==> src/rtl/mmu_tsb_pkg.sv <==
// Package: shared widths and field positions for the TSB pointer generator.
// Assumes 64-bit registers and a 13-bit context in the tag access value.
package mmu_tsb_pkg;
    localparam int DW        = 64;
    localparam int CTX_W     = 13;
    localparam int PS_W      = 3;
    localparam int SZ_W      = 4;
    localparam int SPLIT_BIT = 12;
    localparam int BASE_LSB  = 13;
    localparam int ENTRY_LSB = 4;
    localparam int NBASE     = 4;
    localparam int NCFG      = 2;
    localparam int PS0_LSB   = 0;
    localparam int PS1_LSB   = 8;

    typedef logic [DW-1:0] word_t;
    typedef logic [PS_W-1:0] ps_t;
endpackage

==> src/rtl/tsb_cfg_regs.sv <==
// Register file: decodes ASI stores for one MMU side, holds four base registers
// and two pairs of page-size codes. Raises the illegal flag when hypervisor is absent.
// Assumes the side is identified by ASI bit 2 (0 = data, 1 = instruction).
module tsb_cfg_regs
    import mmu_tsb_pkg::*;
#(
    parameter bit IS_DATA = 1'b1
) (
    input  logic                          clk,
    input  logic                          rst_n,
    input  logic                          hv_mode,
    input  logic                          st_valid,
    input  logic [7:0]                    st_asi,
    input  word_t                         st_data,
    output logic [NBASE-1:0][DW-1:0]      base_q,
    output logic [NCFG-1:0][1:0][PS_W-1:0] ps_q,
    output logic                          illegal
);
    localparam logic SIDE_BIT = ~IS_DATA;

    logic       side_hit;
    logic       is_cfg;
    logic       wr_base;
    logic       wr_cfg;
    logic [1:0] widx;

    // Decode: the six extended ASIs of this side share [7:4]=3 and bit 2 = side.
    always_comb begin
        side_hit = st_valid && (st_asi[7:4] == 4'h3) && (st_asi[2] == SIDE_BIT)
                   && (st_asi[1:0] != 2'b00);
        is_cfg   = (st_asi[1:0] == 2'b11);
        wr_base  = side_hit && hv_mode && !is_cfg;
        wr_cfg   = side_hit && hv_mode && is_cfg;
        illegal  = side_hit && !hv_mode;
        widx     = {st_asi[3], st_asi[1]};
    end

    for (genvar k = 0; k < NBASE; k++) begin : g_base
        // Base register k: loads store data when its index is addressed.
        always_ff @(posedge clk) begin
            if (!rst_n)
                base_q[k] <= '0;
            else if (wr_base && (widx == 2'(k)))
                base_q[k] <= st_data;
        end
    end

    for (genvar c = 0; c < NCFG; c++) begin : g_cfg
        // Config c: keeps only the two page-size fields.
        always_ff @(posedge clk) begin
            if (!rst_n) begin
                ps_q[c] <= '0;
            end else if (wr_cfg && (st_asi[3] == 1'(c))) begin
                ps_q[c][0] <= st_data[PS0_LSB +: PS_W];
                ps_q[c][1] <= st_data[PS1_LSB +: PS_W];
            end
        end
    end
endmodule

==> src/rtl/tsb_ptr_calc.sv <==
// Pointer arithmetic: shifts the VA by the page-size code, builds the base mask
// from the size and split fields, forces the split bit, and merges. Purely combinational.
module tsb_ptr_calc
    import mmu_tsb_pkg::*;
(
    input  word_t                   tsb,
    input  logic [DW-1:BASE_LSB]    va_hi,
    input  ps_t                     ps,
    input  logic                    slot,
    output word_t                   ptr
);
    logic [4:0]      shamt;
    logic [SZ_W-1:0] size;
    logic            split;
    logic [5:0]      fbit;
    word_t           va;
    word_t           mask;
    word_t           merged;

    // Merge: base bits above the mask edge, shifted VA bits below it.
    always_comb begin
        shamt = {2'b00, ps} + {1'b0, ps, 1'b0} + 5'd9;
        size  = tsb[SZ_W-1:0];
        split = tsb[SPLIT_BIT];
        fbit  = 6'(BASE_LSB) + {2'b00, size};
        va    = {va_hi, {BASE_LSB{1'b0}}} >> shamt;
        mask  = (~word_t'({BASE_LSB{1'b1}})) << size;
        if (split) begin
            mask     = mask << 1;
            va[fbit] = slot;
        end
        merged = (tsb & mask) | (va & ~mask);
        ptr    = {merged[DW-1:ENTRY_LSB], {ENTRY_LSB{1'b0}}};
    end
endmodule

==> src/rtl/mmu_tsb_ptr_gen.sv <==
// Top: TSB pointer generator for one MMU side. Selects register and page size from
// the context and slot (or the legacy register and fixed sizes) and forms the pointer.
// Assumes at most one ASI store per cycle; reads are combinational.
module mmu_tsb_ptr_gen
    import mmu_tsb_pkg::*;
#(
    parameter bit IS_DATA = 1'b1
) (
    input  logic        clk,
    input  logic        rst_n,
    input  logic        hv_mode,
    input  logic        st_valid,
    input  logic [7:0]  st_asi,
    input  logic [63:0] st_data,
    input  logic [63:0] legacy_tsb,
    input  logic [63:0] tag_access,
    input  logic        rd_slot,
    output logic [63:0] tsb_ptr,
    output logic        illegal_insn
);
    logic [NBASE-1:0][DW-1:0]       base_q;
    logic [NCFG-1:0][1:0][PS_W-1:0] ps_q;
    logic                           ctx_nz;
    word_t                          tsb_sel;
    ps_t                            ps_sel;

    tsb_cfg_regs #(.IS_DATA(IS_DATA)) u_regs (
        .clk      (clk),
        .rst_n    (rst_n),
        .hv_mode  (hv_mode),
        .st_valid (st_valid),
        .st_asi   (st_asi),
        .st_data  (st_data),
        .base_q   (base_q),
        .ps_q     (ps_q),
        .illegal  (illegal_insn)
    );

    // Selection: context and slot pick register and size, or legacy fixed mapping.
    always_comb begin
        ctx_nz = |tag_access[CTX_W-1:0];
        if (hv_mode) begin
            tsb_sel = base_q[{ctx_nz, rd_slot}];
            ps_sel  = ps_q[ctx_nz][rd_slot];
        end else begin
            tsb_sel = legacy_tsb;
            ps_sel  = {{(PS_W-1){1'b0}}, rd_slot};
        end
    end

    tsb_ptr_calc u_calc (
        .tsb   (tsb_sel),
        .va_hi (tag_access[DW-1:BASE_LSB]),
        .ps    (ps_sel),
        .slot  (rd_slot),
        .ptr   (tsb_ptr)
    );
endmodule

==> config.mk <==
export PLATFORM = sky130hd
export DESIGN_NAME = mmu_tsb_ptr_gen
export DESIGN_NICKNAME = d
export VERILOG_FILES = /design/src/rtl/mmu_tsb_pkg.sv /design/src/rtl/tsb_cfg_regs.sv /design/src/rtl/tsb_ptr_calc.sv /design/src/rtl/mmu_tsb_ptr_gen.sv
export SDC_FILE = /design/constraint.sdc
export NUM_CORES = 1
export LEC_CHECK = 0
export ABC_CLOCK_PERIOD_IN_PS = 8750
export BUFFER_PORTS_ARGS = -buffer_cell sky130_fd_sc_hd__buf_2
export CAP_MARGIN = 10
export CORE_ASPECT_RATIO = 1.25
export CORE_UTILIZATION = 50
export CTS_CLUSTER_SIZE = 25
export DETAILED_ROUTE_END_ITERATION = 10
export PLACE_DENSITY = 0.73
export SYNTH_ARGS = -nofsm -noshare
export SYNTH_HDL_FRONTEND = slang
export SYNTH_SLANG_ARGS = --single-unit
==> constraint.sdc <==
create_clock -name clk -period 8.75 [get_ports clk]
set_input_delay 1.3125 -clock clk [delete_from_list [all_inputs] [get_ports clk]]
set_output_delay 1.3125 -clock clk [all_outputs]
set_load 0.05 [all_outputs]
==> Flow_metrics.wiki <==
{| class="wikitable"
! Metric !! Value
|-
| Run status || finished, final reports clean
|-
| Kind of path behind the tightest hold check || reg -> reg
|-
| Routed wirelength normalized by instance count || 20.2 um
|-
| Type of element capturing the critical path || output port
|-
| Crit Path Category || in -> out
|-
| Horizontal extent of the die || 154 um
|-
| Number of buffers added by the clock tree synthesis step || 24
|-
| Hold bufs inserted after CTS || 0
|-
| Number of cells on the worst reg-to-reg path || 2
|-
| Vias after detailed routing || 13300
|-
| Maximum number of pins on one net before global-route repair || 120
|-
| DRC violations left || 0
|-
| Root Buffer || sky130_fd_sc_hd__clkbuf_16
|-
| Synth area leader || sky130_fd_sc_hd__dfxtp_1
|-
| Clock-pin slew on the worst setup and hold paths || 60 ps
|-
| Post-CTS Repair Setup Buffers || 0
|-
| Total power consumption of the routed design || 0.00258 W
|-
| Post-synth top area share || 0.329
|-
| Total standard cell area after synthesis || 14400 um2
|-
| Main synth FF type || sky130_fd_sc_hd__dfxtp_1
|-
| Post-CTS resize count || 0
|-
| Post-synth EDFFs || 0
|-
| Final hold vios || 0
|-
| Number of global-route vias before repair || 12700
|-
| Area of the die || 29400 um2
|-
| Max-Slew Margin vs Limit || 0.225
|-
| Area taken by multi-input logic gates || 9110 um2
|-
| Final number of setup-violating endpoints || 0
|-
| Tcrit/Tclk final || 0.867
|-
| Effective utilization at floorplan || 0.508
|-
| Layout-stage area growth over the synthesis result || 15.7%
|-
| Cell variety after synth || 68
|-
| Share of flip-flops with an asynchronous set or reset || 0
|-
| Commonest cells post-synth || sky130_fd_sc_hd__nand2_1 (513), sky130_fd_sc_hd__dfxtp_1 (236), sky130_fd_sc_hd__a21boi_0 (228), sky130_fd_sc_hd__clkbuf_1 (125), sky130_fd_sc_hd__mux4_2 (91)
|-
| Clock tree from TritonCTS || done
|-
| Average footprint of a synthesized cell || 8.56 um2
|-
| Worst Hold Depth || 2
|-
| Number of synthesized register bits || 236
|-
| Die outline height || 192 um
|-
| Top-level I/O count || 270
|-
| Required arrival time at the worst endpoint || 7440 ps
|-
| FF+latch area || 4720 um2
|-
| Count of nets left with antenna violations after detail routing || 0
|-
| Buffers added on ports || 248
|-
| Post-route minimum period || 7590 ps
|-
| Post-Syn Instances || 1679
|-
| Total Wirelength || 44.9 mm
|-
| Detailed-route vias per instance || 6.00
|-
| Peak supply drop || 0.000173 V
|-
| Signal arrival time at the worst endpoint || 6270 ps
|-
| Global Route Usage Sum || 0.300
|-
| Synth warn || 0
|-
| Number of pins with negative max-slew slack in the final report || 0
|-
| Std-Cell Rows || 69
|-
| Ranking of synthesized cells by area || sky130_fd_sc_hd__dfxtp_1 (33%), sky130_fd_sc_hd__mux4_2 (14%), sky130_fd_sc_hd__nand2_1 (13%)
|-
| Total number of clock tree sinks || 236
|-
| Final weighted congestion in routability-driven placement || 1.00
|-
| Fill cell instance count of the final layout || 2528
|-
| Global-route congestion overflow total || 0
|-
| Number of buffers on the longest clock path || 3
|-
| CTS H-tree lvls || 1
|-
| Setup tns final || 0 ps
|-
| First-pass GRT wire length || 69.7 mm
|-
| DRC marker count from the first detailed-route iteration || 912
|-
| Fraction of layout instances using a drive strength above 1 || 0.257
|-
| Antenna violations before repair || 7
|-
| Leak || 6.08 nW
|-
| Setup repair after global routing missed its margin || false
|-
| Part of the Yosys area used for sequential elements || 0.329
|-
| Post-DP HPWL || 29.6 mm
|-
| Highest achievable clock rate || 132 MHz
|-
| Power per cell area || 155 nW/um2
|-
| Max-cap viol count || 0
|-
| Critical path fanouts, max || 34
|-
| 1st-pass router iterations || 8
|-
| Pin slew with the least headroom to its limit || 1150 ps
|-
| Core outline area || 28300 um2
|-
| Clock latency reported for the late side of the worst-skew pair || 510 ps
|-
| Final setup skew || 0 ps
|-
| Critical Path Source Type || primary input
|-
| Dominant cell by count in the synthesized netlist || sky130_fd_sc_hd__nand2_1
|-
| Final nets || 2049
|}
layout make-up:
class                      count  share of cell area
sequential                   236               0.284
inverter                      11             0.00263
timing repair buffer         277              0.0886
multi-input combinational   1288               0.548
antenna                        8             0.00120
clock buffer                  35              0.0435
clock inverter                 8             0.00579
tap                          355              0.0267
stage by stage:
stage	setup slack [ps]	hold slack, ps	util	cell area, um2	instances
final	1160	461	0.588	16600	2218
after floorplan	24.7	437	-	14400	1682
after detailed placement	1210	454	0.558	15800	2167
after global routing	887	479	0.587	16600	2213
after CTS	1200	462	0.587	16600	2210
after global placement	1240	447	0.558	15800	2167
cells by family after synthesis:
family,after synthesis,synth area share
AO/OA/AOI/OAI,382,0.189
XOR/XNOR,3,0.00183
adder cells (fa/ha/maj),6,0.00574
buffers and inverters,158,0.0440
flip-flops,236,0.329
multiplexers,212,0.235
other,1,0.000261
AND/OR/NAND/NOR,681,0.196
final timing paths:
check | slack, ps | startpoint | to
worst min-delay path | 460 | u_regs.base_q[88] | u_regs.base_q[88]
worst min register to register | 460 | u_regs.base_q[88] | u_regs.base_q[88]
worst max register to register | 8050 | u_regs.base_q[225] | u_regs.base_q[225]
worst max-delay path | 1160 | tag_access[10] | tsb_ptr[25]
sequential cells by signal (all words and copies together), names as in the netlist:
name and flops:
u_regs.base_q 224, u_regs.ps_q 12
layout by cell type, fill, tap and decap left out, types with 6 or more instances in the layout:
master                      Yosys  layout
sky130_fd_sc_hd__a21boi_0     228     228
sky130_fd_sc_hd__a21oi_1       41      41
sky130_fd_sc_hd__a31oi_1       10       9
sky130_fd_sc_hd__buf_2          8     247
sky130_fd_sc_hd__buf_4          5      29
sky130_fd_sc_hd__clkbuf_16      0      25
sky130_fd_sc_hd__clkbuf_8       0       6
sky130_fd_sc_hd__dfxtp_1      236     236
sky130_fd_sc_hd__diode_2        0       8
sky130_fd_sc_hd__inv_1         10       9
sky130_fd_sc_hd__mux2_2        43      43
sky130_fd_sc_hd__mux2i_1       74      74
sky130_fd_sc_hd__mux4_2        91      91
sky130_fd_sc_hd__nand2_1      513     513
sky130_fd_sc_hd__nand3_1       15      15
sky130_fd_sc_hd__nand4_1        8       8
sky130_fd_sc_hd__nor2_1        69      68
sky130_fd_sc_hd__nor2b_1       14      14
sky130_fd_sc_hd__nor3_1        20      19
sky130_fd_sc_hd__o21ai_0       35      34
sky130_fd_sc_hd__o22ai_1       18      18
sky130_fd_sc_hd__or3_1          9       8
critical path, stage by stage:
cell                      delay (ps)
sky130_fd_sc_hd__buf_2            90
sky130_fd_sc_hd__or4_1           600
sky130_fd_sc_hd__or4_2           730
sky130_fd_sc_hd__o211a_4         300
sky130_fd_sc_hd__nor2_8          100
sky130_fd_sc_hd__buf_4           330
sky130_fd_sc_hd__ha_1            300
sky130_fd_sc_hd__buf_4           210
sky130_fd_sc_hd__inv_2           100
sky130_fd_sc_hd__buf_12          240
sky130_fd_sc_hd__mux4_2          550
sky130_fd_sc_hd__mux2i_1         430
sky130_fd_sc_hd__a22oi_1         270
sky130_fd_sc_hd__nor3_1          290
sky130_fd_sc_hd__o32ai_2         140
sky130_fd_sc_hd__buf_2           240
where the power goes:
| part | switching (W) | total [W] | internal (W) | leakage (nW) |
|---|---|---|---|---|
| Clock | 0.000417 | 0.00105 | 0.000632 | 0.404 |
| Sequential | 0.000000343 | 0.00108 | 0.00107 | 1.90 |
| Combinational | 0.000287 | 0.000451 | 0.000164 | 3.77 |
metal layers:
metal	vias to the layer above	routed length [um]	GRT usage
met3	113	2940	0.0397
met2	573	21500	0.502
met1	6372	18500	0.384
met4	4	1990	0.147
li1	6252	-	-
met5	-	28	0
Power figures use the tool's default switching activity.
